### config.mk
export PLATFORM = sky130hd
export DESIGN_NAME = dswake_status
export DESIGN_NICKNAME = d
export VERILOG_FILES = /design/src/rtl/dswake_pkg.sv /design/src/rtl/dswake_sync.sv /design/src/rtl/dswake_status.sv
export SDC_FILE = /design/constraint.sdc
export NUM_CORES = 1
export LEC_CHECK = 0
export BUFFER_PORTS_ARGS = -buffer_cell sky130_fd_sc_hd__buf_2
export CAP_MARGIN = 20
export CORE_AREA = 2 2 49 51
export DETAILED_ROUTE_END_ITERATION = 12
export DIE_AREA = 0 0 51 53
export PLACE_DENSITY = 0.74
export SLEW_MARGIN = 20
export SYNTH_ARGS = -nofsm -noshare
export SYNTH_HDL_FRONTEND = slang
export SYNTH_SLANG_ARGS = --single-unit
### constraint.sdc
create_clock -name clk -period 1.1 [get_ports clk]
set_input_delay 0.22 -clock clk [delete_from_list [all_inputs] [get_ports clk]]
set_output_delay 0.22 -clock clk [all_outputs]
set_load 0.05 [all_outputs]
### src/rtl/dswake_pkg.sv
package dswake_pkg;
    localparam int REG_W = 16;
    localparam int N_EV  = 5;

    localparam int B_IOC = 8;
    localparam int B_FLT = 7;
    localparam int B_WDT = 4;
    localparam int B_RTC = 3;
    localparam int B_PIN = 2;
    localparam int B_POR = 0;
    localparam int EV_PIN = 4;

    localparam logic [REG_W-1:0] IMPL_MASK =
        (REG_W'(1) << B_IOC) | (REG_W'(1) << B_FLT) | (REG_W'(1) << B_WDT) |
        (REG_W'(1) << B_RTC) | (REG_W'(1) << B_PIN) | (REG_W'(1) << B_POR);

    function automatic int ev_bit(input int idx);
        case (idx)
            0:       return B_IOC;
            1:       return B_FLT;
            2:       return B_WDT;
            3:       return B_RTC;
            default: return B_PIN;
        endcase
    endfunction

    typedef struct packed {
        logic [REG_W-1:0] flags;
    } wake_state_t;
endpackage

### src/rtl/dswake_sync.sv
module dswake_sync #(
    parameter int STAGES = 2
) (
    input  logic clk,
    input  logic rst_n,
    input  logic async_i,
    output logic rise_o
);
    localparam int LAST = STAGES - 1;

    logic [STAGES:0] sh_d, sh_q;

    always_comb begin
        sh_d = {sh_q[STAGES-1:0], async_i};
    end

    always_ff @(posedge clk or negedge rst_n) begin
        if (!rst_n) sh_q <= '0;
        else        sh_q <= sh_d;
    end

    assign rise_o = sh_q[LAST] & ~sh_q[STAGES];

    // one capture per rising edge of the input
    p_single_pulse_r11: assert property (@(posedge clk) disable iff (!rst_n)
        rise_o |=> !rise_o);
endmodule

### src/rtl/dswake_status.sv
module dswake_status
    import dswake_pkg::*;
#(
    parameter int SYNC_STAGES = 2
) (
    input  logic             clk,
    input  logic             rst_n,
    input  logic             ds_active_i,
    input  logic             ioc_evt_i,
    input  logic             fault_evt_i,
    input  logic             wdt_evt_i,
    input  logic             rtc_evt_i,
    input  logic             pin_rst_i,
    input  logic             pin_en_i,
    input  logic             por_det_i,
    input  logic             por_rst_i,
    input  logic             por_ds_exit_i,
    input  logic             dsen_set_i,
    input  logic             wr_en_i,
    input  logic [REG_W-1:0] wr_data_i,
    output logic [REG_W-1:0] rd_data_o
);
    logic [N_EV-1:0]  ev_raw, ev_rise;
    logic             por_rise;
    logic [REG_W-1:0] set_vec;
    logic             wipe;
    wake_state_t      st_d, st_q;

    assign ev_raw = {pin_rst_i, rtc_evt_i, wdt_evt_i, fault_evt_i, ioc_evt_i};

    for (genvar i = 0; i < N_EV; i++) begin : g_ev
        dswake_sync #(.STAGES(SYNC_STAGES)) u_sync (
            .clk(clk), .rst_n(rst_n), .async_i(ev_raw[i]), .rise_o(ev_rise[i])
        );
    end

    dswake_sync #(.STAGES(SYNC_STAGES)) u_por_sync (
        .clk(clk), .rst_n(rst_n), .async_i(por_det_i), .rise_o(por_rise)
    );

    // Event gating: deep sleep for all, pin enable for the reset pin
    always_comb begin
        set_vec = '0;
        for (int i = 0; i < N_EV; i++) begin
            set_vec[ev_bit(i)] = ev_rise[i] & ds_active_i & ((i != EV_PIN) | pin_en_i);
        end
        set_vec[B_POR] = por_rise;
    end

    assign wipe = dsen_set_i | (por_rst_i & ~por_ds_exit_i);

    // Clears first, hardware sets last
    always_comb begin
        st_d = st_q;
        if (wipe)    st_d.flags = '0;
        if (wr_en_i) st_d.flags = st_d.flags & (wr_data_i | ~IMPL_MASK);
        st_d.flags = (st_d.flags | set_vec) & IMPL_MASK;
    end

    always_ff @(posedge clk or negedge rst_n) begin
        if (!rst_n) st_q <= '0;
        else        st_q <= st_d;
    end

    assign rd_data_o = st_q.flags;

    p_unimpl_zero_r1: assert property (@(posedge clk) disable iff (!rst_n)
        (rd_data_o & ~IMPL_MASK) == '0);

    for (genvar i = 0; i < N_EV; i++) begin : g_chk
        localparam int BP = ev_bit(i);
        p_sleep_only_r2: assert property (@(posedge clk) disable iff (!rst_n)
            (!$past(st_q.flags[BP]) && st_q.flags[BP]) |-> $past(ds_active_i));
    end

    p_pin_enable_r3: assert property (@(posedge clk) disable iff (!rst_n)
        (!$past(st_q.flags[B_PIN]) && st_q.flags[B_PIN]) |-> $past(pin_en_i));

    p_dsen_wipe_r4: assert property (@(posedge clk) disable iff (!rst_n)
        ($past(dsen_set_i) && $past(set_vec) == '0) |-> (st_q.flags == '0));

    p_exit_keep_r5: assert property (@(posedge clk) disable iff (!rst_n)
        $past(por_rst_i && por_ds_exit_i && !dsen_set_i && !wr_en_i)
        |-> (($past(st_q.flags) & ~st_q.flags) == '0));

    p_set_wins_r9: assert property (@(posedge clk) disable iff (!rst_n)
        ($past(set_vec) & ~st_q.flags) == '0);
endmodule

==> results.yml <==
outcome:
  outcome: "finished with violations"
  violations: "negative setup slack"
routing:
  drtPass1Iterations: 4
  antenna_left: 0
  routedWlPerCell_um: 9.919
  viasPerCell: 4.073
  num_vias: 505
  drt-initial-drc-count: 2
  wirelength_um: 1230
  drcViolationCount: 0
yosys:
  yosysTopAreaCellShare: 0.6704
  synthTopCellsByCount: "24 x dfrtp_1, 10 x buf_4, 6 x inv_1, 6 x nor2b_1, 6 x o41ai_2"
  synth_area_leaders: "dfrtp_1 67%, o41ai_2 11%, buf_4 8.4%, nor2b_1 4.2%, nand3b_1 3.4%"
  async_flop_share: 1.000
  yosys.cell_types.count: 10
  synthFlopType: "dfrtp_1"
  ys_ff_latch: 24
  synth_most_common_cell: "dfrtp_1"
  synth_top_area_cell: "dfrtp_1"
  avgSynthCellArea_um2: 14.93
  syn_area_um2: 895.9
  synth_cells: 60
  seq_area_frac_synth: 0.6704
  yosysWarnings: 0
  synth_edf_count: 0
global_route:
  grt_pass1_vias: 514
  grt_pass1_wl_um: 2083
  grt_usage: 0.1084
  antenna_found_initial: 0
  grt_max_degree: 25
  overflow: 0
placement:
  port_buffers: 25
  gp_congestion: 0.6689
  dp_hpwl_um: 850.6
power:
  p_leak_nw: 0.5675
  swShare: 0.2628
  pwr-share-seq: 0.570
  pwr-share-clk: 0.260
  irDropWorstVdd_mv: 0.6994
  p_switching_uw: 438.1
  cell_internal_pwr_mw: 1.229
  p_comb_frac: 0.170
  power.total_mw: 1.667
  p_per_area_nw_per_um2: 1422
timing:
  fmax_mhz: 904.2
  hold_viol_final: 0
  setup_viol: 1
  fin_crit_sh: 1.005
  fin_worst_skew_ns: 0.002617
  maxSlewHeadroom: 0.6665
  min_period_ns: 1.106
  finalMaxSlewViolations: 0
  postLayoutSetupSlackWorst_ns: -0.005933
  rsz0062_at_grt: "true"
  tightestPinTransition_ns: 0.5002
layout:
  drive_gt1_frac: 0.4375
  finish.utilization: 0.5457
  nFillCells: 193
  fin_nets: 127
  num_antenna_cells: 0
  syn2layout_area_growth_pct: 30.87
flow_run:
  maxCapViolations: 0
setup_path:
  critPathRequiredTime_ns: 0.88
  critical_path_class: "reg2out"
  critPathLaunchType: "flop"
  worst_path_dominant_cell_family: "flip-flops"
  crit_cells: 1
  cpPeakStageDelay_ns: 0.43
  slowest_stage: "dfrtp_2"
  path_cells: "buf_6"
  worstPathMaxFanout: 2
  worst_ep_arrival_time_ns: 0.89
  r2r_cells: 3
  worst-path-buf-inv: 1
  endpoint_kind: "primary output"
floorplanning:
  initial_core_util: 0.4170
  io_pins: 46
  rows: 17
  die_y_um: 53
  chipWidth_um: 51
  core_region_area_um2: 2148
  fp.dieArea_um2: 2703
clock_network:
  clk_path_buf_depth: 2
  cts_tree: "done"
  root_buffer: "clkbuf_4"
  cts.htree.levels: 1
  clkLatencyLatePin_ns: 0.30
  numCtsBuffers: 3
  cts_sinks: 24
  clk_pin_slew_ns: 0.12
min_path:
  hold_depth: 3
  hold_class: "in2reg"
==> cell families (layout without fill, tap and decap cells) <==
logic type,Yosys count,after routing,share of synthesized area
compound gates,6,6,0.1089
buf+inv,16,43,0.1089
simple gates,13,13,0.1076
flops,24,24,0.6704
other cells,1,10,0.004186
==> area by class of cell <==
cell class              instances  area, um2  share of cell area
repair buffers                 33      240.2              0.2049
clock buffers                   4      36.28             0.03095
well taps                      28      35.03             0.02988
inverters                       6      22.52             0.01921
multi-input cells              29      231.5              0.1974
flip-flops and latches         24      606.8              0.5176
==> tightest hold or removal path, stage by stage <==
cell and delay (ns):
buf_2 0.08, nand4b_1 0.09, o41ai_2 0.06
==> power groups by stage <==
| stage | combinational [mW] | sequential (mW) | clock, mW |
|---|---|---|---|
| 2_1_floorplan | 0.149 | 1.01 | 0 |
| 3_5_place_dp | 0.247 | 0.964 | 0 |
| 3_3_place_gp | 0.244 | 0.961 | 0 |
| 5_1_grt | 0.304 | 0.955 | 0.512 |
| 6_report | 0.284 | 0.950 | 0.433 |
| 4_1_cts | 0.286 | 0.950 | 0.461 |
==> cell usage in the layout (no fill, tap or decap) <==
cell           instances
nor2b_1                6
buf_2                 19
o41ai_2                6
clkbuf_4               3
buf_6                  6
nand2b_1               1
nand3b_1               4
conb_1                10
dlygate4sd3_1          7
inv_1                  6
dfrtp_1               19
nand4b_1               1
dfrtp_2                5
clkbuf_8               1
buf_4                  1
nor2b_4                1
==> timing repair <==
item | CTS | global route
pin swaps | 0 | 0
hold buffers | 7 | 0
endpoints found under the hold margin | 30 | 0
buffers inserted | 1 | 0
setup endpoints to repair | 6 | 6
cloned | 0 | 0
gates resized for setup | 12 | 0
==> per-stage QoR <==
stage,area [um2],worst slack (ns),instances,hold WS (ns),setup TNS (ns)
finish,1172,-0.005933,124,0.1765,-0.005933
global route,1172,-0.05635,124,0.1855,-0.3043
global placement,1021,0.2777,112,0.2063,0
floorplan,935.9,0.003368,69,-0.07559,0
detailed placement,1021,0.2448,112,0.2119,0
CTS,1172,-0.01970,124,0.1621,-0.09661
==> worst paths after layout <==
| check | startpoint | end | slack, ns |
|---|---|---|---|
| worst max-delay path | rd_data_o[8] | rd_data_o[8] | -0.006 |
| worst min-delay path | pin_en_i | rd_data_o[2] | 0.18 |
| worst max register to register | rd_data_o[8] | rd_data_o[8] | 0.15 |
| worst min register to register | g_ev[3].u_sync.sh_q[0] | g_ev[3].u_sync.sh_q[1] | 0.36 |
| max in group asynchronous | rst_n | rd_data_o[4] | 0.34 |
| min in group asynchronous | rst_n | rd_data_o[7] | 0.40 |
==> sequential cells by signal, indices dropped and copies added (netlist names) <==
signal	cells
g_ev.u_sync.sh_q	15
rd_data_o	6
u_por_sync.sh_q	3
==> routing by layer <==
layer,vias up,part of all wire,track usage
li1,250,-,-
met1,224,0.41,0.1179
met2,29,0.49,0.1840
met3,2,0.085,0.02542
met4,0,0.0081,0.08108
met5,-,0,0
Power figures use the tool's default switching activity.
